File: config.mk
export PLATFORM = sky130hd
export DESIGN_NAME = baud_tick_gen
export DESIGN_NICKNAME = d
export VERILOG_FILES = /design/src/rtl/baud_pkg.sv /design/src/rtl/baud_incr_reg.sv /design/src/rtl/baud_phase_acc.sv /design/src/rtl/baud_bit_div.sv /design/src/rtl/baud_tick_gen.sv
export SDC_FILE = /design/constraint.sdc
export NUM_CORES = 1
export LEC_CHECK = 0
export ABC_AREA = 1
export CAP_MARGIN = 20
export CORE_AREA = 2 2 79 97
export CTS_CLUSTER_DIAMETER = 80
export DETAILED_ROUTE_END_ITERATION = 8
export DIE_AREA = 0 0 81 99
export PLACE_DENSITY_LB_ADDON = 0.08
export SETUP_SLACK_MARGIN = 0.1
export SLEW_MARGIN = 20
export SYNTH_ARGS = -nofsm -noshare
export SYNTH_HDL_FRONTEND = slang
export SYNTH_SLANG_ARGS = --single-unit
File: constraint.sdc
create_clock -name clk -period 2.3 [get_ports clk]
set_clock_uncertainty 0.05 [all_clocks]
set_input_delay 0.23 -clock clk [delete_from_list [all_inputs] [get_ports clk]]
set_output_delay 0.23 -clock clk [all_outputs]
set_load 0.03 [all_outputs]
File: src/rtl/baud_pkg.sv
package baud_pkg;
   // True when v is a positive power of two.
   function automatic bit is_pow2(input int v);
      return (v > 0) && ((v & (v - 1)) == 0);
   endfunction

   // Top bit index of a byte lane, with lane 0 being the most significant.
   function automatic int lane_hi(input int acc_w, input int byte_w, input int lane);
      return acc_w - 1 - lane * byte_w;
   endfunction
endpackage

File: src/rtl/baud_incr_reg.sv
module baud_incr_reg
   import baud_pkg::*;
#(
   parameter int ACC_W  = 24,
   parameter int BYTE_W = 8,
   localparam int NB    = ACC_W / BYTE_W
) (
   input  logic              clk,
   input  logic              rst,
   input  logic [NB-1:0]     wr_en,
   input  logic [BYTE_W-1:0] wr_data,
   output logic [ACC_W-1:0]  incr
);
   for (genvar g = 0; g < NB; g++) begin : g_lane
      localparam int HI = lane_hi(ACC_W, BYTE_W, g);
      logic [BYTE_W-1:0] lane_q;

      always_ff @(posedge clk) begin
         if (rst)
            lane_q <= '0;
         else if (wr_en[g])
            lane_q <= wr_data;
      end

      assign incr[HI -: BYTE_W] = lane_q;

      AST_LANE_LOAD: assert property (@(posedge clk) disable iff (rst)
         wr_en[g] |=> (incr[HI -: BYTE_W] == $past(wr_data))) else $error("lane load");
   end
endmodule

File: src/rtl/baud_phase_acc.sv
module baud_phase_acc #(
   parameter int ACC_W = 24,
   localparam int MSB  = ACC_W - 1
) (
   input  logic             clk,
   input  logic             rst,
   input  logic [ACC_W-1:0] incr,
   output logic             tick
);
   logic [ACC_W-1:0] acc_q;
   logic             msb_q;
   logic             tick_q;

   always_ff @(posedge clk) begin
      if (rst) begin
         acc_q  <= '0;
         msb_q  <= 1'b0;
         tick_q <= 1'b0;
      end else begin
         acc_q  <= acc_q + incr;
         msb_q  <= acc_q[MSB];
         tick_q <= acc_q[MSB] & ~msb_q;
      end
   end

   assign tick = tick_q;

   AST_TICK_SINGLE: assert property (@(posedge clk) disable iff (rst)
      tick |=> !tick) else $error("tick wider than one cycle");

   AST_TICK_FROM_RISE: assert property (@(posedge clk) disable iff (rst)
      tick |-> ($past(acc_q[MSB]) && !$past(acc_q[MSB], 2))) else $error("tick without rise");

   AST_ZERO_HOLDS: assert property (@(posedge clk) disable iff (rst)
      (incr == '0) |=> $stable(acc_q)) else $error("accumulator moved with zero increment");
endmodule

File: src/rtl/baud_bit_div.sv
module baud_bit_div
   import baud_pkg::*;
#(
   parameter int OVS  = 8,
   localparam int PH_W = (OVS > 1) ? $clog2(OVS) : 1
) (
   input  logic clk,
   input  logic rst,
   input  logic tick,
   input  logic resync,
   output logic bit_en
);
   logic [PH_W-1:0] ph_q;
   logic [PH_W-1:0] ph_nx;
   logic            last;
   logic            en_q;

   assign last = (ph_q == PH_W'(OVS - 1));

   if (is_pow2(OVS)) begin : g_wrap
      assign ph_nx = ph_q + 1'b1;
   end else begin : g_cmp
      assign ph_nx = last ? '0 : ph_q + 1'b1;
   end

   always_ff @(posedge clk) begin
      if (rst || resync) begin
         ph_q <= '0;
         en_q <= 1'b0;
      end else if (tick) begin
         ph_q <= ph_nx;
         en_q <= last;
      end else begin
         en_q <= 1'b0;
      end
   end

   assign bit_en = en_q;

   AST_EN_AFTER_TICK: assert property (@(posedge clk) disable iff (rst)
      bit_en |-> $past(tick)) else $error("bit enable without tick");

   AST_RESYNC_MUTES: assert property (@(posedge clk) disable iff (rst)
      resync |=> !bit_en) else $error("bit enable after resync");
endmodule

File: src/rtl/baud_tick_gen.sv
module baud_tick_gen #(
   parameter int ACC_W  = 24,
   parameter int BYTE_W = 8,
   parameter int OVS    = 8,
   localparam int NB    = ACC_W / BYTE_W
) (
   input  logic              clk,
   input  logic              rst,
   input  logic [NB-1:0]     incr_we,
   input  logic [BYTE_W-1:0] incr_wdata,
   input  logic              rx_resync,
   output logic              os_tick,
   output logic              rx_bit_en,
   output logic              tx_bit_en,
   output logic [ACC_W-1:0]  incr_rdata
);
   if (ACC_W % BYTE_W != 0) begin : g_bad_width
      $error("ACC_W must be a whole number of bytes");
   end
   if (OVS < 2) begin : g_bad_ovs
      $error("OVS must be at least 2");
   end

   logic [ACC_W-1:0] incr;
   logic             tick;

   baud_incr_reg #(.ACC_W(ACC_W), .BYTE_W(BYTE_W)) u_incr (
      .clk(clk), .rst(rst), .wr_en(incr_we), .wr_data(incr_wdata), .incr(incr)
   );

   baud_phase_acc #(.ACC_W(ACC_W)) u_acc (
      .clk(clk), .rst(rst), .incr(incr), .tick(tick)
   );

   baud_bit_div #(.OVS(OVS)) u_rx_div (
      .clk(clk), .rst(rst), .tick(tick), .resync(rx_resync), .bit_en(rx_bit_en)
   );

   baud_bit_div #(.OVS(OVS)) u_tx_div (
      .clk(clk), .rst(rst), .tick(tick), .resync(1'b0), .bit_en(tx_bit_en)
   );

   assign os_tick    = tick;
   assign incr_rdata = incr;

   AST_TX_IGNORES_RESYNC: assert property (@(posedge clk) disable iff (rst)
      tx_bit_en |-> $past(tick)) else $error("tx enable without tick");
endmodule

# Word-level counts from Yosys, hierarchy flattened
# Index checks and enable logic that the tools add are counted.
# word_totals
output_inout_bits,27
word_cells,21
regBits,58
input_bits,14
# classes
bitwise_logic,3
add_sub_neg,3
eq_ne,2
reduce_logical,3
# op_table
operator,count
$add 24x24->24,1
$add 3x1->3 const B,2
$eq 3x3->1 const B,2
$reduce_or 2->1,2
$not 1->1,2
$and 1x1->1,1
$logic_or 1x1->1,1

# Longest topological paths before layout
# Gate-level depths: netlist (run 1).
# logic_depth
ltp_word,2
mapped_depth,12
depth_no_buf,12

# Cells and area by module
# From an unflattened synthesis (run 1), not the netlist that was laid out.
# unflattened
hier_cells,601
hier_area_um2,3716.1
# by_module_without_submodules
module,cells_each,instances,seq_area_each_um2,area_per_inst_um2
baud_phase_acc,417,1,520.5,2382.3
baud_incr_reg,137,1,480.5,974.7
baud_bit_div,23,2,80.1,177.7
baud_tick_gen,1,1,0.0,3.8

# Least setup slack after synthesis (run 1)
# No wires, ideal clock.
# synth_path
path_type,register -> register
startpoint,register u_incr.g_lane[2].lane_q[0]
endpoint,register u_acc.acc_q[16]
path_stages_with_launch,11
path_buffers,0
required_ps,2135
path_slack_ps,404
arrival_ps,1731
setup_time_ps,115
period_less_slack_ps,1896
cell_sequence,dfxtp_1 -> ha_1 -> fa_1 -> nand3_1 -> nand3_2 -> nand2_1 -> nand2_1 -> nand3_1 -> nand3_1 -> nand2_1 -> nor2_1
# synth_via
elab_chain_cells,1
# synth_rtl
element,line_no,rtl
start: declaration,baud_incr_reg.sv:16,logic [BYTE_W-1:0] lane_q;
start signal: assignment,baud_incr_reg.sv:22,lane_q <= wr_data;
$add 24x24->24,baud_phase_acc.sv:20,acc_q <= acc_q + incr;
end signal: assignment,baud_phase_acc.sv:20,
end: declaration,baud_phase_acc.sv:10,logic [ACC_W-1:0] acc_q;
# Every way passes these cells.
# A chain may end at the register's enable or synchronous reset.

# Final worst setup path (run 1)
# layout_path
startpoint,register u_incr.g_lane[2].lane_q[0]
endpoint,register u_acc.acc_q[12]
# The elaborated chain is that of the path after synthesis.

==> metrics, run 1 <==
mean post-synth cell area=6.341 um^2; row cnt=34; Ys Warns=0; sequential group share of total power=40.3%; number of global-route vias before repair=3252; I/O pin total=41; Mapped Cells=546; Setup Crit Path Kind=reg2reg; vias=3337; drt drc=0; drt pass-1 iters=4; pwr dens=699.2 nW/um^2; Max Slew Vio Count=0; worst hold path class=reg2reg; Max clock buf depth=2; vias per inst=4.850; RSZ-0062 raised after global routing=no; Fin. Hold Viols=0; initial detailed-routing violation count=152; Total GRT Usage=25.56%; minimum clock period=1.976 ns; die area=8019 um^2; # port buffers=40; clk slew on worst S/H paths=0.08 ns; Final Cycle Share=85.92%; VDD IR max=435.2 uV; Inserted Diodes=0; Worst Slack Setup Final=0.3237 ns; H-tree depth=3; Detailed Place HPWL=7341 um; Die Width=81 um; Mapped Area=3462 um^2; remaining antenna violation count=0; Root Buffer=clkbuf_8; synthesis-to-finish area growth=20.24%; clock latency on the worst-skew pair=0.36 ns; post-synthesis sequential area ratio=33.54%; leakage=2.240 nW; Net Switching=1.019 mW; final wirelength=9387 um; Int Power=1.891 mW; initial core utilization=49.03%; die height=99 um; Async SR Flop Fraction=0%; Worst EP arrival=2.21 ns; Critical Path RT=2.54 ns; GPL Wtd Cong=0.8925; Achievable Freq=506.0 MHz; CTS Buf Count=9; CTS tree=yes; DP Worst Slack=0.3401 ns; Post-CTS Setup Repair Bufs=0; Least-Margin Pin Slew=0.4503 ns; run status=complete, no violations; worst slew margin relative to its limit=69.98%; CP Max Fanout=4; CP endpoint kind=flop; global-route wire length before repair=15410 um; MaxCap Viol Count=0; clock sinks=58; Sw Ratio=35.02%; clock group share of total power=33.7%; # setup viols final=0; Hold Buf Count CTS=0; Yosys cell types=23; Critical Path Source Type=flop; largest net degree at the start of global routing=48; Comb power frac=26.0%; Yosys reg bits=58; Most used DFF post-synth=dfxtp_1; Core Area=7062 um^2; Mapped Nets=588; share of layout cells above drive strength 1=6.187%; post-CTS sizing=0; Avg WL per Cell=13.64 um; EDFF count, synth=0; initial antenna violation count=0; Final #Nets=635; Fin Setup TNS=0 ns; grt ovf=0
==> Yosys cell counts (3+ instances only) <==
cell type    n  area share, %
a21oi_1     25            3.6
buf_2        4           0.58
dfxtp_1     58             34
ha_1        27            9.8
inv_1       86            9.3
nand2_1    159             17
nand2_2      5           0.90
nand3_1     21            3.0
nand4_1      5           0.90
nor2_1      98             11
nor2_2       7            1.3
nor3_1       3           0.43
o21ai_0     33            4.8
xnor2_1      3           0.76
==> sequential cells by signal (all words and copies together) (netlist names) <==
name                  flops
u_rx_div.ph_q             3
u_tx_div.ph_q             3
u_tx_div.bit_en           1
u_acc.msb_q               1
u_incr.g_lane.lane_q     24
u_rx_div.bit_en           1
u_acc.tick                1
u_acc.acc_q              24
==> per-layer routing <==
metal	GRT usage, %	share of wire, %	vias to the layer above
li1	-	-	1785
met4	11.60	3.0	0
met3	4.212	3.2	23
met1	32.53	47	1451
met2	41.89	47	78
met5	0	0	-
==> final cells by class <==
| cell class | count | area (um^2) |
|---|---|---|
| Timing Repair Buffer | 42 | 415.4 |
| Clock buffer | 9 | 123.9 |
| Clock inverter | 7 | 76.32 |
| Fill cell | 747 | 2899 |
| Sequential cell | 58 | 1161 |
| Multi-Input combinational cell | 396 | 1951 |
| Tap cell | 90 | 112.6 |
| Inverter | 86 | 322.8 |
==> critical path, cell delays in order (launching register included) <==
cell,delay (ns)
dfxtp_1,0.33
ha_1,0.26
fa_1,0.46
nand3_1,0.13
nand3_2,0.14
nand2_1,0.09
nand2_1,0.10
nand2_1,0.08
nand2_1,0.06
nand2_1,0.06
nand2_1,0.05
nor2_1,0.10
==> power by group through the flow <==
| stage | clock network (mW) | logic (mW) | registers (mW) |
|---|---|---|---|
| finish | 0.981 | 0.755 | 1.17 |
| global route | 1.03 | 0.857 | 1.18 |
| CTS | 0.999 | 0.757 | 1.17 |
| detailed placement | 0 | 0.750 | 1.20 |
| global placement | 0 | 0.742 | 1.19 |
| floorplan | 0 | 0.477 | 1.23 |
==> cell families after synthesis <==
group,share of synthesized area (%)
and+or+nand+nor,36.61
buffers and inverters,10.12
AOI/OAI and AO/OA,8.638
DFF,33.54
adders and majority gates,10.34
xor gates and xnor gates,0.7591
==> path summary, 6_finish.rpt <==
check / startpoint / to / slack, ns / depth (start not counted)
worst max-delay path: u_incr.g_lane[2].lane_q[0] / u_acc.acc_q[12] / 0.32 / 11
worst min-delay path: u_acc.msb_q / u_acc.tick / 0.34 / 1
worst max register to register: u_incr.g_lane[2].lane_q[0] / u_acc.acc_q[12] / 0.32 / 11
worst min register to register: u_acc.msb_q / u_acc.tick / 0.34 / 1
==> placed cells by master (no fill, tap or decap), types with 2 or more instances in the layout <==
cell               n
xnor2_1            3
nand2_2            5
nor3_1             3
nand3_1           21
clkbuf_8           9
nand3_2            2
nand2_1          159
dfxtp_1           58
nor2_2             7
or2_2              2
o21ai_0           33
ha_1              27
clkinvlp_4         2
nor2_1            98
inv_6              2
clkdlybuf4s50_1   40
inv_1             86
a21oi_1           25
buf_4              2
nand4_1            5
==> per-stage QoR <==
stage	cells	area (um^2)	hold WS (ns)	power [mW]	util, %
floorplan	546	3462	0.3149	1.711	-
global placement	672	3963	0.3337	1.933	56.11
detailed placement	672	3963	0.3359	1.947	56.11
CTS	688	4163	0.3424	2.930	58.95
global route	688	4163	0.3641	3.071	58.95
finish	688	4163	0.3398	2.910	58.95
Note: power is estimated with default switching activity, not from simulation.
==> run 2: changes to the inputs <==
--- a/config.mk
+++ b/config.mk
@@ -7,12 +7,13 @@
 export LEC_CHECK = 0
 export ABC_AREA = 1
 export CAP_MARGIN = 20
-export CORE_AREA = 2 2 79 97
+export CORE_AREA = 2 2 72 88
 export CTS_CLUSTER_DIAMETER = 80
 export DETAILED_ROUTE_END_ITERATION = 8
-export DIE_AREA = 0 0 81 99
+export DIE_AREA = 0 0 74 90
 export PLACE_DENSITY_LB_ADDON = 0.08
 export SETUP_SLACK_MARGIN = 0.1
+export SKIP_LAST_GASP = 1
 export SLEW_MARGIN = 20
 export SYNTH_ARGS = -nofsm -noshare
 export SYNTH_HDL_FRONTEND = slang
==> constraint.sdc (replaced) <==
create_clock -name clk -period 2.38 [get_ports clk]
set_clock_uncertainty 0.05 [all_clocks]
set_input_delay 0.238 -clock clk [delete_from_list [all_inputs] [get_ports clk]]
set_output_delay 0.238 -clock clk [all_outputs]
set_load 0.03 [all_outputs]
==> run 2 against run 1 <==
First-iteration DRC count increased by 21%. Sequential share of layout area increased by 0.050 points. Core utilization increased by 12 points. Largest cell class unchanged. Clock-buffer cell count increased by 1. Die area decreased by 17%. Setup slack improved by 0.057 ns.
==> metrics, run 2 (same netlist as run 1, synthesis figures left out) <==
synthesis-to-finish area growth=20.02%; worst hold path class=reg2reg; most common cell after layout, fill and taps aside=nand2_1; CTS tree=yes; die height=90 um (-9.1%); Fillers=512 (-31%); clock latency on the worst-skew pair=0.34 ns (-0.02 ns); Final Cycle Share=84.01% (-1.9 points); RSZ-0062 raised after global routing=no; remaining antenna violation count=0 (unchanged); Post-CTS Setup Repair Bufs=0 (unchanged); Setup Crit Path Kind=reg2reg; drt drc=0 (unchanged); Core Util, Final=70.95% (+12 points); CP Max Fanout=4 (unchanged); clock group share of total power=33.6% (about the same); row cnt=31 (-8.8%); Avg WL per Cell=14.00 um (+2.6%); minimum clock period=1.999 ns (+0.02307 ns); Achievable Freq=500.2 MHz (-1.2%); share of layout cells above drive strength 1=6.187% (unchanged); Final #Nets=635 (unchanged); MaxCap Viol Count=0 (unchanged); Detailed Place HPWL=7396 um (+0.74%); Root Buffer=clkbuf_8; leakage=2.246 nW (+0.29%); sequential group share of total power=40.4% (about the same); Inserted Diodes=0 (unchanged); footprint of the multi-input gates=1951 um^2 (unchanged); DP Worst Slack=0.4399 ns (+0.09974 ns); global-route wire length before repair=15510 um (+0.68%); # setup viols final=0 (unchanged); pwr dens=676.4 nW/um^2 (-3.3%); worst slew margin relative to its limit=73.79% (+3.8 points); Reg area=1161 um^2 (unchanged); post-CTS sizing=0 (unchanged); Worst EP arrival=2.18 ns (-0.03 ns); Hold Buf Count CTS=0 (unchanged); CP endpoint kind=flop; Worst Slack Setup Final=0.3807 ns (+0.05693 ns); Critical Path RT=2.57 ns (+0.03 ns); CTS Buf Count=9 (unchanged); vias=3464 (+3.8%); Sw Ratio=34.11% (-0.91 points); VDD IR max=506.6 uV (+16%); grt met3 use=5.269% (+1.1 points); Fin. Hold Viols=0 (unchanged); Comb power frac=26.0% (about the same); routing usage on met2=51.19% (+9.3 points); # port buffers=40 (unchanged); clock sinks=58 (unchanged); vias per inst=5.094 (+5.0%); Max Slew Vio Count=0 (unchanged); hold_ws=0.3435 ns (+0.003682 ns); final wirelength=9523 um (+1.4%); Least-Margin Pin Slew=0.3919 ns (-0.05839 ns); Net Switching=0.9586 mW (-5.9%); number of global-route vias before repair=3354 (+3.1%); top flop regs=u_acc.acc_q (24), u_incr.g_lane.lane_q (24); Max clock buf depth=2 (unchanged); GRT met1 Usage=37.66% (+5.1 points); Core Area=5857 um^2 (-17%); Die Width=74 um (-8.6%); drt pass-1 iters=5 (+1); I/O pin total=41 (unchanged); most frequent cells in the layout=nand2_1 (159), nor2_1 (98), inv_1 (86); initial antenna violation count=0 (unchanged); initial detailed-routing violation count=184 (+21%); Int Power=1.852 mW (-2.1%); GPL Wtd Cong=0.9017 (+1.0%); largest net degree at the start of global routing=32 (-33%); clk slew on worst S/H paths=0.07 ns (about the same); layer with the highest usage=met2; Fin Setup TNS=0 ns (unchanged); Total GRT Usage=30.64% (+5.1 points); H-tree depth=3 (unchanged); initial core utilization=59.11% (+10 points); die area=6660 um^2 (-17%); run status=complete, no violations; Critical Path Source Type=flop; grt ovf=0 (unchanged)
run 2: changes by cell type in the layout (fill, tap and decap cells not counted):
| cell | change |
|---|---|
| clkbuf_8 | +1 |
| clkinv_2 | +1 |
| clkinvlp_4 | -1 |
| inv_6 | -1 |
run 2: power groups by stage:
stage                     sequential [mW]  clock [mW]  combinational (mW)
after floorplan                      1.19           0               0.461
after global placement               1.15           0               0.708
after detailed placement             1.15           0               0.721
after CTS                            1.13       0.960               0.729
after global routing                 1.14       0.997               0.823
final                                1.13       0.944               0.732
run 2: worst paths after layout:
kind | from | endpoint | slack, ns | cells past startpoint
worst min register to register | u_acc.msb_q | u_acc.tick | 0.34 | 1
worst max register to register | u_incr.g_lane[2].lane_q[0] | u_acc.acc_q[16] | 0.38 | 10
worst max-delay path | u_incr.g_lane[2].lane_q[0] | u_acc.acc_q[16] | 0.38 | 10
worst min-delay path | u_acc.msb_q | u_acc.tick | 0.34 | 1
run 2: layout make-up:
class	instances	area share (%)
multi-input cells	396	46.94
flip-flops and latches	58	27.94
well taps	82	2.469
repair buffers	42	9.997
clock buffers	10	3.312
inverters	86	7.769
clock inverters	6	1.566
run 2: worst max-delay path: stages, from the launching register on:
cell and delay (ns):
dfxtp_1 0.34, ha_1 0.28, fa_1 0.46, nand3_1 0.12, nand3_2 0.13, nand2_1 0.09
nand2_1 0.12, nand3_1 0.12, nand3_1 0.08, nand2_1 0.07, nor2_1 0.04
run 2: routing by layer:
layer	part of all wire, %	wire length (um)
met4	3.4	326
met5	0	0
met1	44	4150
met2	48	4539
met3	5.3	507
run 2: per-stage QoR:
stage / cell area (um^2) / instances / power [mW]
floorplan: 3462 / 546 / 1.653
global placement: 3953 / 664 / 1.859
detailed placement: 3953 / 664 / 1.875
CTS: 4155 / 680 / 2.822
global route: 4155 / 680 / 2.965
finish: 4155 / 680 / 2.810
==> run 3: changes to the inputs <==
--- a/config.mk
+++ b/config.mk
@@ -7,10 +7,10 @@
 export LEC_CHECK = 0
 export ABC_AREA = 1
 export CAP_MARGIN = 20
-export CORE_AREA = 2 2 72 88
+export CORE_AREA = 2 2 79 96
 export CTS_CLUSTER_DIAMETER = 80
 export DETAILED_ROUTE_END_ITERATION = 8
-export DIE_AREA = 0 0 74 90
+export DIE_AREA = 0 0 81 98
 export PLACE_DENSITY_LB_ADDON = 0.08
 export SETUP_SLACK_MARGIN = 0.1
 export SKIP_LAST_GASP = 1
==> constraint.sdc (replaced) <==
create_clock -name clk -period 1.82 [get_ports clk]
set_clock_uncertainty 0.05 [all_clocks]
set_input_delay 0.182 -clock clk [delete_from_list [all_inputs] [get_ports clk]]
set_output_delay 0.182 -clock clk [all_outputs]
set_load 0.03 [all_outputs]
==> run 3 against run 2 <==
Sequential cell count did not move. Via count grew 1.6%. Non-clock buffer count up 14. Die area rose by 19%. Clock-buffer cell count stayed put. Hold slack better by 0.0057 ns. Core utilization is 4.1 points lower. Register-to-register slack worse by 0.25 ns. Global-route usage shrank 3.7 points. Critical endpoint is now incr_rdata[19]. Setup slack got worse by 0.27 ns. Total power increased by 45%. Sequential share of layout area shrank 2.9 points.
==> metrics, run 3 (same netlist as run 1, synthesis figures left out) <==
run status=complete, no violations; r2r worst-path depth=10 (unchanged); global-route wire length before repair=16260 um (+4.8%); Inserted Diodes=0 (unchanged); Max clock buf depth=2 (unchanged); Critical R2R Capture=u_acc.acc_q[16]; Least-Margin Pin Slew=0.3237 ns (-0.06825 ns); CP endpoint=incr_rdata[19]; origin of the critical flop-to-flop path=u_incr.g_lane[2].lane_q[0]; number of global-route vias before repair=3546 (+5.7%); Setup Crit Path Kind=reg2out; largest net degree at the start of global routing=48 (+50%); minimum clock period=1.705 ns; Detailed Place HPWL=7326 um (-0.95%); pwr dens=861.4 nW/um^2 (+27%); row cnt=34 (+9.7%); worst slew margin relative to its limit=78.35% (+4.6 points); hold path start=u_acc.msb_q; CP Max Fanout=3 (-1); Final #Nets=649 (+2.2%); Fin. Hold Viols=0 (unchanged); VDD IR max=600.9 uV (+19%); vias=3519 (+1.6%); synthesis-to-finish area growth=36.36%; Final Cycle Share=93.66%; FF-to-FF setup slack=0.13 ns (-0.25 ns); # setup viols final=0 (unchanged); share of layout cells above drive strength 1=19.77% (+14 points); Die Width=81 um (+9.5%); vias per inst=5.013 (-1.6%); Max Slew Vio Count=0 (unchanged); drt pass-1 iters=5 (unchanged); crit-path cells=clkdlybuf4s50_1; initial detailed-routing violation count=260 (+41%); most common cell after layout, fill and taps aside=nand2_1; top flop regs=u_acc.acc_q (24), u_incr.g_lane.lane_q (24); CTS Buf Count=9 (unchanged); initial core utilization=49.03% (-10 points); worst hold path class=reg2reg; clk slew on worst S/H paths=0.07 ns (about the same); Root Buffer=clkbuf_8; CTS tree=yes; Achievable Freq=586.7 MHz; critical path's slowest cell=clkdlybuf4s50_1; Core Util, Final=66.85% (-4.1 points); MaxCap Viol Count=0 (unchanged); H-tree depth=3 (unchanged); Worst Setup SP=u_incr.g_lane[0].lane_q[3]; RSZ-0062 raised after global routing=yes; I/O pin total=41 (unchanged); initial antenna violation count=0 (unchanged); DP Worst Slack=-0.04149 ns (-0.4814 ns); grt ovf=0 (unchanged); # port buffers=40 (unchanged); critical path depth=1 (-9); drt drc=0 (unchanged); Critical Path RT=1.59 ns (-0.98 ns); family with the most delay on the worst path=buffers and inverters; Worst EP arrival=1.47 ns (-0.71 ns); Core Area=7062 um^2 (+21%); Hold Buf Count CTS=0 (unchanged); Total GRT Usage=26.94% (-3.7 points); Worst Slack Setup Final=0.1154 ns (-0.2652 ns); Critical Path Source Type=flop; CP endpoint kind=output pin; Buf/Inv on CP=1 (+1); die height=98 um (+8.9%); most frequent cells in the layout=nand2_1 (148), nor2_1 (88), inv_1 (86); clock sinks=58 (unchanged); hold_ws=0.3492 ns (+0.005713 ns); Avg WL per Cell=14.39 um (+2.8%); remaining antenna violation count=0 (unchanged); leakage=2.347 nW (+4.5%); GPL Wtd Cong=0.9289 (+3.0%); clock latency on the worst-skew pair=0.35 ns (about the same); die area=7938 um^2 (+19%); Slowest Stage Delay on Critical Path=0.71 ns (+0.25 ns); final wirelength=10100 um (+6.1%)
## run 3: worst reg2reg max path, stage by stage (launching register included)
cell     delay [ns]
dfxtp_4        0.36
ha_4           0.16
fa_2           0.38
nand3_2        0.10
nand3_4        0.11
nand2_4        0.09
nand2_4        0.06
nand3_2        0.08
nand3_1        0.07
nand2_1        0.07
nor2_1         0.04
## run 3: what timing repair did
item / in CTS / in global routing
resized for setup: 21 / 59
setup endpoints to repair: 10 / 21
buffers inserted: 3 / 2
pin swaps: 4 / 6
endpoints found under the hold margin: 0 / 0
## run 3: where the power goes
| part | internal, mW | switching (mW) |
|---|---|---|
| logic | 0.519 | 0.677 |
| clock network | 0.776 | 0.567 |
| registers | 1.41 | 0.120 |
## run 3: layout make-up
cell class | instances | area, um^2
Fill cell | 615 | 2341
Tap cell | 90 | 112.6
Inverter | 86 | 322.8
Clock inverter | 6 | 90.09
Multi-Input combinational cell | 396 | 2354
Sequential cell | 58 | 1184
Timing Repair Buffer | 56 | 530.5
Clock buffer | 10 | 127.6
## run 3: worst min path at each step
stage	to	slack [ns]	depth (start not counted)
2_1_floorplan	u_incr.g_lane[1].lane_q[2]	0.27	2
3_3_place_gp	u_acc.tick	0.34	1
3_5_place_dp	u_acc.tick	0.33	1
4_1_cts	u_acc.tick	0.35	1
5_1_grt	u_acc.tick	0.37	1
6_report	u_acc.tick	0.35	1
## run 3: through the flow
| stage | TNS, ns | area (um^2) | instances | power [mW] |
|---|---|---|---|---|
| CTS | 0 | 4414 | 700 | 3.897 |
| global placement | 0 | 4061 | 681 | 2.479 |
| floorplan | 0 | 3481 | 546 | 2.167 |
| finish | 0 | 4721 | 702 | 4.066 |
| global route | 0 | 4721 | 702 | 4.283 |
| detailed placement | -0.04247 | 4061 | 681 | 2.495 |
## run 3: layer usage
metal	track usage (%)	wire length, um	up-vias
li1	-	-	1814
met1	32.62	4342	1592
met2	45.52	4977	86
met3	4.251	373	27
met4	13.30	409	0
met5	0	0	-
